`src/rtl/fsh_pkg.sv`:
```
package fsh_pkg;

  // 3 raised to the k-th power
  function automatic int unsigned pow3(input int unsigned k);
    int unsigned p;
    p = 1;
    for (int unsigned i = 0; i < k; i++) p = p * 3;
    return p;
  endfunction

  // base-3 digit k of value a: the leg picked at stage k
  function automatic int unsigned digit3(input int unsigned a, input int unsigned k);
    return (a / pow3(k)) % 3;
  endfunction

  // smallest number of 3-way stages that covers 0..max_shift
  function automatic int unsigned stage_count(input int unsigned max_shift);
    int unsigned n;
    n = 1;
    while (pow3(n) <= max_shift) n++;
    return n;
  endfunction

endpackage

```
`src/rtl/fsh_mux3.sv`:
```
module fsh_mux3 #(
  parameter int unsigned N    = 32,
  parameter int unsigned STEP = 1
) (
  input  logic [N-1:0] din,
  input  logic [1:0]   sel,
  output logic [N-1:0] dout
);
  // one radix-3 level: shift by 0, STEP or 2*STEP
  always_comb begin
    case (sel)
      2'd1:    dout = din << STEP;
      2'd2:    dout = din << (2 * STEP);
      default: dout = din;
    endcase
  end
endmodule

```
`src/rtl/fsh_funnel_top.sv`:
```
module fsh_funnel_top #(
  parameter int unsigned W         = 16,
  parameter int unsigned MAX_SHIFT = 8,
  parameter int unsigned SHW       = 4,
  parameter bit          OUT_REG   = 1'b1
) (
  input  logic           clk,
  input  logic           rst_n,
  input  logic [W-1:0]   hi_word,
  input  logic [W-1:0]   lo_word,
  input  logic [SHW-1:0] shamt,
  output logic [W-1:0]   result,
  output logic           amt_bad
);
  localparam int unsigned NST = fsh_pkg::stage_count(MAX_SHIFT);
  localparam int unsigned CW  = 2 * W;

  // named internal events used by the assertions
  logic           bad_comb;
  logic [1:0]     stage_sel [NST];
  logic [CW-1:0]  chain     [NST+1];
  logic [W-1:0]   res_comb;

  assign bad_comb = (shamt > SHW'(MAX_SHIFT));

  always_comb begin
    for (int unsigned k = 0; k < NST; k++) begin
      stage_sel[k] = bad_comb ? 2'd0 : 2'(fsh_pkg::digit3(int'(shamt), k));
    end
  end

  assign chain[0] = {hi_word, lo_word};

  for (genvar k = 0; k < NST; k++) begin : g_stage
    fsh_mux3 #(.N(CW), .STEP(fsh_pkg::pow3(k))) u_mux (
      .din  (chain[k]),
      .sel  (stage_sel[k]),
      .dout (chain[k+1])
    );
  end

  assign res_comb = chain[NST][CW-1 -: W];

  if (OUT_REG) begin : g_reg
    logic [W-1:0] res_q;
    logic         bad_q;
    logic         was_live;
    always_ff @(posedge clk) begin
      if (!rst_n) begin
        res_q    <= '0;
        bad_q    <= 1'b0;
        was_live <= 1'b0;
      end else begin
        res_q    <= res_comb;
        bad_q    <= bad_comb;
        was_live <= 1'b1;
      end
    end
    assign result  = res_q;
    assign amt_bad = bad_q;

    // registered output is the previous cycle's combinational result
    a_r7_one_cycle: assert property (@(posedge clk) disable iff (!rst_n)
      was_live |-> (res_q == $past(res_comb) && bad_q == $past(bad_comb)));
  end else begin : g_comb
    assign result  = res_comb;
    assign amt_bad = bad_comb;
  end

  // no stage selects a fourth leg
  a_r6_legal_legs: assert property (@(posedge clk) disable iff (!rst_n)
    stage_sel[0] != 2'd3 && stage_sel[NST-1] != 2'd3);

  // illegal amounts park every stage on its zero-shift leg
  a_r6_bad_parks: assert property (@(posedge clk) disable iff (!rst_n)
    bad_comb |-> (stage_sel[0] == 2'd0 && stage_sel[NST-1] == 2'd0));

  // illegal amount passes hi_word through
  a_r5_bad_passthru: assert property (@(posedge clk) disable iff (!rst_n)
    (shamt > SHW'(MAX_SHIFT)) |-> (res_comb == hi_word));

  // zero shift returns hi_word
  a_r3_zero_shift: assert property (@(posedge clk) disable iff (!rst_n)
    (shamt == '0) |-> (res_comb == hi_word));

  // lowest result bit comes from lo_word
  a_r4_low_fill: assert property (@(posedge clk) disable iff (!rst_n)
    (!bad_comb && shamt != '0) |-> (res_comb[0] == lo_word[W - int'(shamt)]));

endmodule

```
`config.mk`:
```
export PLATFORM = sky130hd
export DESIGN_NAME = fsh_funnel_top
export DESIGN_NICKNAME = d
export VERILOG_FILES = /design/src/rtl/fsh_pkg.sv /design/src/rtl/fsh_mux3.sv /design/src/rtl/fsh_funnel_top.sv
export SDC_FILE = /design/constraint.sdc
export NUM_CORES = 1
export LEC_CHECK = 0
export ABC_AREA = 1
export BUFFER_PORTS_ARGS = -buffer_cell sky130_fd_sc_hd__buf_2
export CAP_MARGIN = 25
export CORE_AREA = 4 4 93 95
export CTS_BUF_LIST = sky130_fd_sc_hd__clkbuf_4
export DETAILED_ROUTE_END_ITERATION = 6
export DIE_AREA = 0 0 97 99
export SLEW_MARGIN = 25
export SYNTH_ARGS = -nofsm -noshare
export SYNTH_HDL_FRONTEND = slang
export SYNTH_HIERARCHICAL = 1
export SYNTH_SLANG_ARGS = --single-unit
```
`constraint.sdc`:
```
create_clock -name clk -period 4.1 [get_ports clk]
set_input_delay 1.23 -clock clk [delete_from_list [all_inputs] [get_ports clk]]
set_output_delay 1.23 -clock clk [all_outputs]
set_load 0.02 [all_outputs]
```
---- Word level (Yosys, flattened, before mapping) ----
Index checks and enable logic that the tools add are counted.
W data, S select, Z words.
word-level totals
  register bits ........................... 17
  bits of input ports ..................... 38
  output and inout bits ................... 17
  logic and storage cells ................. 14
operators by class
  div/mod/pow operators ................... 3
  $lt $le $gt $ge ......................... 1
  equality and inequality tests ........... 4
  multiplexer cells ....................... 4
operator list
  cell                     number
  $pmux W32 S2             2
  $div A4 B2 Y32 const B   1
  $mod A32 B2 Y32 const B  1
  $mod A4 B2 Y32 const B   1
  $eq A2 B1 Y1 const B     2
  $eq A2 B2 Y1 const B     2
  $gt A4 B4 Y1 const B     1
  $mux W2                  2

---- Logic depth before layout (Yosys ltp) ----
Gate-level depths: netlist (run 1).
  depth in word-level cells ............... 5
  gate-level depth with buffers ........... 24
  mapped depth without buffers ............ 22

---- By module ----
Netlist (run 1), hierarchy kept.
modules (own cells, without submodules)
  module                       times used  cells an instance  area each (um^2)  seq. area each (um^2)
  fsh_mux3 (g_stage[0].u_mux)  1           146                1092.3            0.0
  fsh_mux3 (g_stage[1].u_mux)  1           139                803.3             0.0
  fsh_funnel_top               1           107                780.7             340.3

---- Worst setup path before layout (run 1) ----
OpenSTA, ideal clock, no wires.
  path kind ............................... input to register
  start ................................... input port shamt[3]
  end ..................................... register g_reg.res_q[0] (netlist: result[0])
  library setup time ...................... 0.110 ns
  data arrival time ....................... 3.805 ns
  data required time ...................... 3.990 ns
  path slack .............................. 0.185 ns
  stages .................................. 22
  path buffers ............................ 3
  cell sequence ........................... buf_4 -> nor2_1 -> ha_1 -> inv_1 -> ha_1 -> nand3_1 -> a21oi_4 -> nand2_4 -> ha_1 -> inv_1 -> nand2_1 -> inv_1 -> nand2_1 -> a21oi_1 -> inv_1 -> ha_1 -> buf_6 -> buf_4 -> nand2_1 -> nand3_1 -> nand2_1 -> inv_1
RTL lines
  what                  line                  RTL
  from (decl)           fsh_funnel_top.sv:11  input logic [SHW-1:0] shamt,
  to (signal assigned)  fsh_funnel_top.sv:54  res_q <= res_comb;
  to (decl)             fsh_funnel_top.sv:45  logic [W-1:0] res_q;

==> results of run 1 <==
[worst min-delay path: stages]
cell and delay [ns]:
buf_2 0.19, nand2_1 0.09, inv_1 0.03
[layer usage]
metal | global-route usage [%] | share of wire (%) | up-vias
li1 | - | - | 1042
met1 | 15.9 | 55 | 876
met2 | 14.7 | 41 | 40
met3 | 1.34 | 4.1 | 2
met4 | 2.81 | 0.50 | 0
met5 | 0 | 0 | -
[timing repair]
| item | in CTS | in global routing |
|---|---|---|
| endpoints found under the hold margin | 0 | 0 |
| buffers inserted | 0 | 0 |
| endpoints found under the setup margin | 0 | 15 |
| gates resized for setup | 0 | 1 |
[registers in the layout, summed over array words and instances, names as in the netlist]
register  cells
result       16
amt_bad       1
[per-stage QoR]
| stage | TNS, ns | hold slack, ns |
|---|---|---|
| 6_report | 0 | 1.29 |
| 5_1_grt | 0 | 1.30 |
| 4_1_cts | 0 | 1.29 |
| 3_5_place_dp | -0.596 | 1.59 |
| 3_3_place_gp | -0.0112 | 1.59 |
| 2_1_floorplan | 0 | 1.40 |
[power by group]
| group | switching (uW) | internal [uW] | total (uW) |
|---|---|---|---|
| registers | 5.23 | 191 | 196 |
| logic | 322 | 188 | 510 |
| clock network | 44.8 | 36.1 | 81.0 |
[area by class of cell]
class	instances	area [um^2]	share of cell area [%]
multi-input cells	215	1340	55.6
flip-flops and latches	17	340	14.1
well taps	102	128	5.29
clock inverters	1	5.00	0.207
clock buffers	3	22.5	0.933
repair buffers	64	428	17.7
inverters	33	149	6.17
[worst paths after layout]
kind     start                     to  depth (start not counted)
min      rst_n  result[12]$_SDFF_PN0_                          3
max   shamt[2]  result[13]$_SDFF_PN0_                         23
==> impl_metrics.ini, run 1 <==
[floorplanning]
die_width_um = 97
die_h_um = 99
ios = 55
core_um2 = 7730
rows = 32
initial_core_util_pct = 27.7
die_area_um2 = 9600

[worst_setup_path]
critPathSlowestCell = ha_1
cpLargestDelayFamily = adder cells
path_buf_inv = 9
max_stage_delay_ns = 0.33
crit_path_max_fanout = 32
critPathLaunchType = input port
worstSetupPathType = input port to register
crit_required_ns = 4.33
cpMostUsedCell = inv_1
crit_arrival_ns = 4.05
worstSetupEndpointType = register
path_cells = buf_2 -> inv_2 -> nor2_1 -> ha_1 -> inv_1 -> ha_1 -> nand3_1 -> a21oi_4 -> nand2_4 -> ha_1 -> inv_1 -> nand2_1 -> inv_1 -> nand2_1 -> a21oi_1 -> inv_1 -> ha_1 -> buf_12 -> inv_12 -> nand3_1 -> nand3_1 -> nand2_1 -> inv_1

[sta]
fin_crit_sh_pct = 93.1
fmax_mhz = 262
setup_viol = 0
hold_viol = 0
max_slew_margin_pct = 71.6
worstMarginPinSlew_ns = 0.426
drv_slew = 0
setup_ws_ns = 0.285
period_needed_ns = 3.82
rsz0062_at_grt = no

[finish]
layout.cells.non_filler = 435
final_area_um2 = 2410
final_util_pct = 31.2
final_net_count = 381
fillers = 857
final_common_cell = nand3_1
layout-drive-gt1-share_pct = 38.1
antenna-diode-count = 0
area_delta_synth_final_pct = 12.9
layout_common_cells = nand3_1, nand2_1, nand3_2

[drt]
drtIter0Drc = 103
vias = 1960
avgViaCountPerCell = 4.51
drc = 0
antenna_left = 0
first_pass_iters = 4
avgRoutedWirePerCell_um = 11.1
wirelength_um = 4810

[cts]
cts_root_buf = clkbuf_4
clock-sinks = 17
cts_max_level = 1
clk_pin_slew_ns = 0.09
tritoncts = built
cts-buffers-inserted = 3
cts_buffer_depth = 2
ctsHoldBuffers = 0

[run]
cap_violations = 0

[place]
place_hpwl_um = 3950
dp_slack_ns = -0.0538
place_area_um2 = 2380
gp_congestion = 0.826
placed_cells = 431
port_buffers = 46

[logic_synthesis]
postSynthCellCount = 297
syn_nets = 344
syn-cell-area_um2 = 2140
yosys_warnings = 6
avgSynthCellArea_um2 = 7.20

[global_routing]
grt_max_degree = 45
grt_use_total_pct = 10.3
grt_pass1_vias = 1787
gr-total-overflow = 0
grt_pass1_wl_um = 8460
antenna_found_initial = 0

[power]
power_uw = 787
p_leak_uw = 0.00127
vdd_drop_max_mv = 0.178
powerDensity_nw_per_um2 = 326

[run_status]
status = complete, no violations

[min_path]
hold_class = input port to register
Power figures use the tool's default switching activity.
==> run 2: changes to the inputs <==
--- a/config.mk
+++ b/config.mk
@@ -5,13 +5,13 @@
 export SDC_FILE = /design/constraint.sdc
 export NUM_CORES = 1
 export LEC_CHECK = 0
-export ABC_AREA = 1
 export BUFFER_PORTS_ARGS = -buffer_cell sky130_fd_sc_hd__buf_2
 export CAP_MARGIN = 25
-export CORE_AREA = 4 4 93 95
+export CORE_AREA = 4 4 81 83
 export CTS_BUF_LIST = sky130_fd_sc_hd__clkbuf_4
 export DETAILED_ROUTE_END_ITERATION = 6
-export DIE_AREA = 0 0 97 99
+export DIE_AREA = 0 0 85 87
+export SKIP_CTS_REPAIR_TIMING = 1
 export SLEW_MARGIN = 25
 export SYNTH_ARGS = -nofsm -noshare
 export SYNTH_HDL_FRONTEND = slang
==> run 2 against run 1 <==
- the flow now finishes with violations (negative setup slack)
- sequential share of layout area fell by 1.6 points
- wire length increased by 1.7%
- clock power grew 8.3%
- global-route usage shrank 0.070 points
- highest routed layer unchanged
==> impl_metrics.ini, run 2 <==
[run_status]
status = complete, but fails checks
failed_checks = negative setup slack

[sta]
fin_crit_sh_pct = 110
tns_ns = -5.69
drv_slew = 0
worstMarginPinSlew_ns = 0.387
period_needed_ns = 4.50
setup_ws_ns = -0.401
rsz0062_at_grt = yes
hold_viol = 0
max_slew_margin_pct = 74.2
fmax_mhz = 222
whs_ns = 1.30
setup_viol = 16

[global_routing]
grt_pass1_vias = 1394
grt_pass1_wl_um = 6350
grt_max_degree = 40
grt_use_total_pct = 10.2
gr-total-overflow = 0
antenna_found_initial = 0

[cts]
cts_max_level = 1
cts-buffers-inserted = 3
clock-sinks = 17
tritoncts = built
clk_pin_slew_ns = 0.08
cts_buffer_depth = 2
cts_root_buf = clkbuf_4

[drt]
avgViaCountPerCell = 4.96
wirelength_um = 4890
avgRoutedWirePerCell_um = 13.5
vias = 1800
drtIter0Drc = 70
drc = 0
antenna_left = 0
first_pass_iters = 4

[worst_setup_path]
endpoint = result[4]$_SDFF_PN0_
critPathSlowestCell = or4b_4
crit_required_ns = 4.27
worstSetupEndpointType = register
path_cells = buf_8 -> nand2b_4 -> buf_4 -> buf_4 -> o21ai_0 -> mux2_4 -> inv_2 -> ha_4 -> or4b_4 -> o221ai_4 -> buf_6 -> a21oi_4 -> a311oi_2 -> inv_1 -> ha_4 -> buf_12 -> a22oi_1 -> o21ai_1 -> a22oi_1 -> o21ai_1 -> and2_1
cp-startpoint = shamt[3]
worstSetupPathType = input port to register
crit_path_max_fanout = 6
max_stage_delay_ns = 0.55
crit_arrival_ns = 4.67
critPathLaunchType = input port

[logic_synthesis]
yosys_warnings = 6
avgSynthCellArea_um2 = 7.34
postSynthCellCount = 223
syn_nets = 270
syn-cell-area_um2 = 1640

[min_path]
hold_class = input port to register

[place]
placed_cells = 340
place_hpwl_um = 3210
gp_congestion = 0.777
place_area_um2 = 2170
port_buffers = 46

[finish]
final_common_cell = buf_2
largest_reg_flops = 16
final_area_um2 = 2730
fillers = 560
layout.cells.non_filler = 363
final_util_pct = 46.7
area_delta_synth_final_pct = 66.7
layout-drive-gt1-share_pct = 59.4
layout_common_cells = buf_2, nand2_1, a22oi_2, buf_4
antenna-diode-count = 0
final_net_count = 336

[run]
cap_violations = 0

[floorplanning]
die_area_um2 = 7400
die_width_um = 85
core_um2 = 5850
rows = 28
ios = 55
die_h_um = 87
initial_core_util_pct = 28.0

[power]
powerDensity_nw_per_um2 = 334
p_leak_uw = 0.00112
vdd_drop_max_mv = 0.184
==> run 2: power breakdown <==
group          internal [uW]  total (uW)  leakage, uW  switching [uW]
logic                    307         628     0.000962             321
registers                191         196     0.000140            4.98
clock network           44.3        87.7    0.0000184            43.4
total                    542         912      0.00112             370
==> run 2: metal layers <==
metal  track usage (%)  wire (um)  vias to the layer above
li1                  -          -                      927
met3              1.42        176                        2
met4              3.45         22                        0
met1              14.6       2200                      846
met2              15.7       2490                       25
met5                 0          0                        -
==> run 2: per-stage QoR <==
stage / setup slack, ns / power [uW]
final: -0.401 / 912
after CTS: -0.445 / 754
after floorplan: -0.680 / 548
after global routing: -0.549 / 975
after global placement: -0.681 / 660
after detailed placement: -0.752 / 664
==> run 2: cell type report <==
cell class	instances	area [um^2]	area share [%]
multi-input cells	168	1450	53.1
flip-flops and latches	17	340	12.5
well taps	75	93.8	3.44
inverters	9	36.3	1.33
repair buffers	90	779	28.6
clock buffers	4	30.0	1.10
==> run 2: worst min path at each step <==
stage	slack, ns	to	depth (start not counted)	start
2_1_floorplan	1.35	amt_bad$_SDFF_PN0_	1	rst_n
3_5_place_dp	1.61	result[2]$_SDFF_PN0_	2	rst_n
6_report	1.30	amt_bad$_SDFF_PN0_	2	rst_n
5_1_grt	1.33	result[6]$_SDFF_PN0_	2	rst_n
4_1_cts	1.30	result[10]$_SDFF_PN0_	2	rst_n
3_3_place_gp	1.60	result[7]$_SDFF_PN0_	2	rst_n
==> run 2: critical path: cells and delay by family <==
family | cells | cell delay [ns]
AOI/OAI and AO/OA | 8 | 1.27
adders and majority gates | 2 | 0.34
buffers and inverters | 7 | 0.80
muxes | 1 | 0.19
and+or+nand+nor | 3 | 0.84
